## src/rtl/cpXferPkg.sv

```systemverilog
package cpXferPkg;
  localparam int IdxW = 4;

  typedef enum logic [1:0] {
    HS_ABSENT = 2'b00,
    HS_WAIT   = 2'b01,
    HS_GO     = 2'b10,
    HS_LAST   = 2'b11
  } hsCode_e;

  // strobes from control to datapath
  typedef struct packed {
    logic            wrEn;
    logic [IdxW-1:0] wrIdx;
    logic            rdEn;
    logic [IdxW-1:0] rdIdx;
  } dpStrobe_t;
endpackage

```

## src/rtl/cpXferCtrl.sv

```systemverilog
module cpXferCtrl
  import cpXferPkg::*;
#(
  parameter int CpNum    = 6,
  parameter int NumWaits = 2
) (
  input  logic        clk,
  input  logic        rstN,
  input  logic        reqN,
  input  logic [31:0] instr,
  input  logic        condPass,
  input  logic        lateCancel,
  output hsCode_e     hsDecode,
  output hsCode_e     hsExec,
  output dpStrobe_t   strobe
);
  localparam logic [3:0] CpId = 4'(CpNum);
  localparam int CntW = (NumWaits > 0) ? $clog2(NumWaits + 1) : 1;

  logic            owned;
  logic            instrRead;
  logic [IdxW-1:0] instrIdx;
  logic            unusedInstr;

  assign owned       = (instr[11:8] == CpId);
  assign instrRead   = instr[20];
  assign instrIdx    = instr[19:16];
  assign unusedInstr = ^{instr[31:21], instr[15:12], instr[7:0]};

  // decode-stage answer, same cycle
  always_comb begin
    if (!reqN && owned) hsDecode = (NumWaits == 0) ? HS_LAST : HS_WAIT;
    else                hsDecode = HS_ABSENT;
  end

  // decode stage register
  logic            decValid, decRead;
  logic [IdxW-1:0] decIdx;

  always_ff @(posedge clk or negedge rstN) begin
    if (!rstN) begin
      decValid <= 1'b0;
      decRead  <= 1'b0;
      decIdx   <= '0;
    end else if (!reqN) begin
      decValid <= owned;
      decRead  <= instrRead;
      decIdx   <= instrIdx;
    end
  end

  logic firstExec, go;
  assign firstExec = !reqN && decValid;
  assign go        = firstExec && condPass;

  // execute stage
  logic            exWaiting;
  logic [CntW-1:0] waitCnt;
  logic            lastNow;
  logic            commit, commitRead;
  logic [IdxW-1:0] commitIdx;

  assign lastNow = exWaiting && (waitCnt == CntW'(NumWaits));

  always_comb begin
    if (!exWaiting)   hsExec = HS_ABSENT;
    else if (lastNow) hsExec = HS_LAST;
    else              hsExec = HS_WAIT;
  end

  generate
    if (NumWaits == 0) begin : gZeroWait
      assign exWaiting  = 1'b0;
      assign waitCnt    = '0;
      assign commit     = go;
      assign commitRead = decRead;
      assign commitIdx  = decIdx;
    end else begin : gPaced
      logic            exRead;
      logic [IdxW-1:0] exIdx;

      always_ff @(posedge clk or negedge rstN) begin
        if (!rstN) begin
          exWaiting <= 1'b0;
          waitCnt   <= '0;
          exRead    <= 1'b0;
          exIdx     <= '0;
        end else if (go && !exWaiting) begin
          exWaiting <= 1'b1;
          waitCnt   <= CntW'(1);
          exRead    <= decRead;
          exIdx     <= decIdx;
        end else if (lastNow) begin
          exWaiting <= 1'b0;
        end else if (exWaiting) begin
          waitCnt   <= waitCnt + CntW'(1);
        end
      end

      assign commit     = lastNow;
      assign commitRead = exRead;
      assign commitIdx  = exIdx;
    end
  endgenerate

  // memory and write stages
  logic            memValid, memRead, wrValid;
  logic [IdxW-1:0] memIdx, wrIdx;

  always_ff @(posedge clk or negedge rstN) begin
    if (!rstN) begin
      memValid <= 1'b0;
      memRead  <= 1'b0;
      memIdx   <= '0;
      wrValid  <= 1'b0;
      wrIdx    <= '0;
    end else begin
      memValid <= commit;
      memRead  <= commitRead;
      memIdx   <= commitIdx;
      wrValid  <= memValid && !memRead && !lateCancel;
      wrIdx    <= memIdx;
    end
  end

  always_comb begin
    strobe.rdEn  = memValid && memRead;
    strobe.rdIdx = memIdx;
    strobe.wrEn  = wrValid;
    strobe.wrIdx = wrIdx;
  end

  assert_no_decode_when_idle_R1: assert property (@(posedge clk) disable iff (!rstN)
    reqN |-> hsDecode == HS_ABSENT);

  assert_fail_drops_R3: assert property (@(posedge clk) disable iff (!rstN)
    (firstExec && !condPass && !exWaiting) |=> (hsExec == HS_ABSENT && !memValid));

  assert_single_last_R4: assert property (@(posedge clk) disable iff (!rstN)
    (hsExec == HS_LAST) |=> (hsExec == HS_ABSENT));

  assert_last_to_memory_R6: assert property (@(posedge clk) disable iff (!rstN)
    (hsExec == HS_LAST) |=> memValid);

  assert_cancel_blocks_write_R7: assert property (@(posedge clk) disable iff (!rstN)
    (memValid && lateCancel) |=> !wrValid);
endmodule

```

## src/rtl/cpXferDatapath.sv

```systemverilog
module cpXferDatapath
  import cpXferPkg::*;
#(
  parameter int DataW = 32
) (
  input  logic             clk,
  input  logic             rstN,
  input  dpStrobe_t        strobe,
  input  logic [DataW-1:0] hostWrData,
  output logic [DataW-1:0] cpRdData
);
  localparam int RegCount = 1 << IdxW;

  logic [DataW-1:0] regs [RegCount];

  always_ff @(posedge clk or negedge rstN) begin
    if (!rstN) begin
      for (int i = 0; i < RegCount; i++) regs[i] <= '0;
    end else if (strobe.wrEn) begin
      regs[strobe.wrIdx] <= hostWrData;
    end
  end

  // read with forwarding from a write stage in the same cycle
  always_comb begin
    if (!strobe.rdEn)
      cpRdData = '0;
    else if (strobe.wrEn && (strobe.wrIdx == strobe.rdIdx))
      cpRdData = hostWrData;
    else
      cpRdData = regs[strobe.rdIdx];
  end

  assert_write_lands_R5: assert property (@(posedge clk) disable iff (!rstN)
    strobe.wrEn |=> regs[$past(strobe.wrIdx)] == $past(hostWrData));
endmodule

```

## src/rtl/cpRegXfer.sv

```systemverilog
module cpRegXfer
  import cpXferPkg::*;
#(
  parameter int CpNum    = 6,
  parameter int NumWaits = 2,
  parameter int DataW    = 32
) (
  input  logic             clk,
  input  logic             rstN,
  input  logic             reqN,
  input  logic [31:0]      instr,
  input  logic             condPass,
  input  logic             lateCancel,
  input  logic [DataW-1:0] hostWrData,
  output logic [1:0]       hsDecode,
  output logic [1:0]       hsExec,
  output logic [DataW-1:0] cpRdData
);
  hsCode_e   decCode, exCode;
  dpStrobe_t strobe;

  cpXferCtrl #(.CpNum(CpNum), .NumWaits(NumWaits)) ctrl_i (
    .clk(clk), .rstN(rstN), .reqN(reqN), .instr(instr),
    .condPass(condPass), .lateCancel(lateCancel),
    .hsDecode(decCode), .hsExec(exCode), .strobe(strobe)
  );

  cpXferDatapath #(.DataW(DataW)) dp_i (
    .clk(clk), .rstN(rstN), .strobe(strobe),
    .hostWrData(hostWrData), .cpRdData(cpRdData)
  );

  assign hsDecode = decCode;
  assign hsExec   = exCode;
endmodule

```

## config.mk

```make
export PLATFORM = sky130hd
export DESIGN_NAME = cpRegXfer
export DESIGN_NICKNAME = d
export VERILOG_FILES = /design/src/rtl/cpXferPkg.sv /design/src/rtl/cpXferCtrl.sv /design/src/rtl/cpXferDatapath.sv /design/src/rtl/cpRegXfer.sv
export SDC_FILE = /design/constraint.sdc
export NUM_CORES = 1
export LEC_CHECK = 0
export ABC_AREA = 1
export ABC_CLOCK_PERIOD_IN_PS = 3300
export BUFFER_PORTS_ARGS = -buffer_cell sky130_fd_sc_hd__buf_2
export CORE_MARGIN = 3
export CORE_UTILIZATION = 40
export DETAILED_ROUTE_END_ITERATION = 16
export PLACE_DENSITY = 0.59
export SKIP_LAST_GASP = 1
export SLEW_MARGIN = 20
export SYNTH_ARGS = -nofsm -noshare
export SYNTH_HDL_FRONTEND = slang
export SYNTH_SLANG_ARGS = --single-unit
```

## constraint.sdc

```tcl
create_clock -name clk -period 3.3 [get_ports clk]
set_input_delay 0.33 -clock clk [delete_from_list [all_inputs] [get_ports clk]]
set_output_delay 0.33 -clock clk [all_outputs]
set_load 0.005 [all_outputs]
```

==> impl_results.md <==
- Status: finished clean
- Worst path slowest cell: dfrtp_4
- Top Metal Used: met5
- Full die area: between 0.06 and 0.07 mm2
- Routed WL: approximately 75000 um
- Peak VDD IR: 0.3857 mV
- Final worst path period share: around 93%
- Multi-input logic area: between 0.009 and 0.01 mm2
- Max Fclk: between 300 and 400 MHz
- Inserted Clock Buffers: 58
- Initial detailed-routing violation count: around 1600
- Min cycle time layout: ~3.1 ns
- Fin. max-slew vios: 0
- Static leakage: around 16 nW
- Clk Latency, worst-skew pair: 0.62 ns
- Clock slew at reported path FFs: roughly 0.060 ns
- DIE WIDTH: 261.5 um
- NetSw: about 5.1 mW
- CP Class: reg -> out
- Critical Path, Cell by Cell: inv_4, o21ai_0, nor2_1, nand3_4, buf_4, nor2_1, nor2_1, nand2_1, inv_1, buf_2
- Crit path arrival time: 2.73 ns
- Cell area after layout: about 0.029 mm2
- Syn Nets: 3514
- Core box area: around 0.064 mm2
- Setup Skew: 0.01987 ns
- Seq/Total Area, Yosys: 51.46%
- Grt ovf: 0
- Worst Path Required: ~3 ns
- DP Cell Count: roughly 4200
- Remaining DRCs: 0
- Vias/cell: 4.998
- Worst Tran Pin Value: 0.9572 ns
- Setup WS pre-CTS: 0.8442 ns
- Die Y: 261.5 um
- Most used cell, CP: nor2_1
- Yosys warnings: 0
- CP endpoint kind: primary output
- DR WL met3: about 3700 um
- IO Port Bufs: 80
- CTS Sinks: around 540
- Largest stage delay, worst path: ~0.5 ns
- Proportion of layout cells with a drive suffix above 1: 9.693%
- Setup TNS: 0 ns
- Wire per inst: roughly 17 um
- Crit-path max FO: 27
- PnR worst setup slack: between 0.2 and 0.25 ns
- CTS Buffer Depth: 3
- Number of cell rows: 93
- Placed Area: 0.02727 mm2
- Metal2 WL: ~34000 um
- CP Launch Type: register
- Fin cells: between 4000 and 5000
- First-pass GRT wire length: 119300 um
- # fillers: between 6000 and 7000
- Vias: about 22000
- Hold Crit Class: in -> reg
- Synth Area per Inst: 7.582 um2
- Htree depth: 2
- Combinational Power Share: a little under a fifth
- Endpoints failing setup: 0
- #FFs+latches synth: between 500 and 600
- Largest net degree at the start of global routing: between 100 and 150
- Syn Inst Count: 3444
- Clock share of power: around 39%
- Post-CTS resize count: 0
- Distinct cells, synth: 26
- IO Pins: between 100 and 150
- GP Congestion: between 0.7 and 0.8
- Pwr Density: around 580 mW/mm2
- Vias in the first global route: 20440
- Sequential share of power: between 40% and 50%
- Antenna Nets Post-Route: 0
- Synth-to-Final Area Change: 12.31%
- Nets: 3479
- Tot GR Track Use: between 20% and 30%
- Root buffer selected by CTS: clkbuf_16
- Hold Vio Cnt, Final: 0
- Hpwl dp: around 43000 um
- Initial antenna violation count: 5
- Starting Density: roughly 40%
- RSZ-0062 raised after global routing: false
- Slew HR: 36.13%
- Reg area: 0.01345 mm2
- Finished Core Util: between 40% and 50%
- Post-Syn Area: 0.02611 mm2
- DR pass1 iterations: 6
- M1 wire length: 35130 um
- Sw Share: between 20 and 30%
- Pint: roughly 12 mW
- CTS tree: done
- Max Cap Viol: 0
-- cell usage in the layout, fill, tap and decap left out, types with 2 or more instances in the layout --
cell	count
nand2_1	1063
o21ai_0	543
dfrtp_1	533
inv_1	450
nand3_1	388
buf_2	79
nor2_1	75
clkbuf_16	59
buf_4	45
o21ai_1	43
or2_2	32
o21ai_2	28
buf_12	20
clkbuf_8	18
clkbuf_1	13
clkinv_2	11
dlygate4sd3_1	9
inv_2	7
nand2_2	6
nor2_4	6
nand3_4	4
diode_2	3
bufinv_16	3
dfrtp_4	3
inv_4	2
nor2_2	2
nand2_4	2
clkinv_8	2
clkinvlp_4	2
-- worst max-delay path: cells and delay by family, from the launching register on --
kind / cells / cell delay, ns
AOI/OAI and AO/OA: 1 / 0.12
and+or+nand+nor: 5 / 0.72
DFF: 1 / 0.50
buffers and inverters: 4 / 0.76
-- cells in the mapped netlist --
master / n / area (um2)
buf_1: 12 / 45.04
buf_2: 97 / 485.5
buf_4: 11 / 82.58
buf_6: 7 / 78.83
clkbuf_1: 119 / 446.7
clkbuf_2: 3 / 15.01
conb_1: 1 / 3.750
dfrtp_1: 537 / 13440
ha_1: 1 / 12.51
inv_1: 453 / 1700
inv_2: 7 / 26.28
nand2_1: 1070 / 4016
nand2_2: 1 / 6.260
nand3_1: 391 / 1957
nand3_2: 1 / 10.01
nor2_1: 75 / 281.5
nor2_2: 2 / 12.51
nor2_4: 6 / 67.56
nor3_2: 1 / 10.01
nor3b_1: 1 / 7.510
nor4_4: 1 / 21.27
o21ai_0: 543 / 2718
o21ai_1: 43 / 215.2
o21ai_2: 28 / 245.2
or2_2: 32 / 200.2
xnor2_1: 1 / 8.760
-- kinds of logic after synthesis --
group | Yosys count | share of synthesized area [%]
other cells | 1 | 0.01436
simple gates | 1581 | 25.24
buf+inv | 709 | 11.03
flops | 537 | 51.46
xor+xnor | 1 | 0.03355
fa+ha+maj | 1 | 0.04791
compound gates | 614 | 12.17
-- through the flow --
| stage | total power [mW] | hold WS, ns |
|---|---|---|
| global route | 17.91 | 0.02844 |
| finish | 17.04 | 0.03736 |
| detailed placement | 10.52 | 0.3682 |
| global placement | 10.48 | 0.3662 |
| CTS | 17.20 | 0.001139 |
| floorplan | 9.489 | 0.03441 |
-- what timing repair did --
| item | in CTS | in global routing |
|---|---|---|
| buffers inserted | 0 | 0 |
| hold endpoints to repair | 77 | 0 |
| hold buffers | 9 | 0 |
-- area by class of cell --
cell class / instances / share of cell area [%]
diodes: 3 / 0.02560
flip-flops and latches: 537 / 45.87
clock inverters: 17 / 0.6400
inverters: 460 / 5.909
clock buffers: 90 / 6.046
well taps: 855 / 3.648
multi-input cells: 2198 / 33.64
repair buffers: 154 / 4.224
-- path summary, 6_finish.rpt --
kind | from | to | slack (ns) | cells after the start
min in group asynchronous | rstN | dp_i.regs[463] | 0.27 | 2
max in group asynchronous | rstN | ctrl_i.waitCnt[0] | 1.94 | 4
max reg2reg | ctrl_i.wrValid | dp_i.regs[140] | 1.00 | 4
min reg2reg | ctrl_i.commitIdx[3] | ctrl_i.memIdx[3] | 0.38 | 0
min | hostWrData[19] | dp_i.regs[467] | 0.04 | 3
max | ctrl_i.memIdx[1] | cpRdData[28] | 0.24 | 10
-- power groups by stage --
stage          Combinational (mW)  Sequential [mW]  Clock (mW)
2_1_floorplan                2.27             7.22           0
3_3_place_gp                 3.19             7.29           0
3_5_place_dp                 3.22             7.30           0
4_1_cts                      3.24             7.18        6.78
5_1_grt                      3.65             7.23        7.02
6_report                     3.23             7.19        6.63
-- flip-flops by register name, indices dropped and copies added (netlist names) --
signal and flops:
ctrl_i.commitIdx 4, ctrl_i.commitRead 1, ctrl_i.decIdx 4, ctrl_i.decRead 1
ctrl_i.decValid 1, ctrl_i.exWaiting 1, ctrl_i.memIdx 4, ctrl_i.memRead 1
ctrl_i.memValid 1, ctrl_i.waitCnt 2, ctrl_i.wrIdx 4, ctrl_i.wrValid 1
dp_i.regs 512
-- per-layer routing --
layer,global-route usage [%],vias to the layer above
li1,-,10680
met1,31.65,10240
met2,35.99,513
met3,3.056,127
met4,6.468,2
met5,0,-
Power figures use the tool's default switching activity.
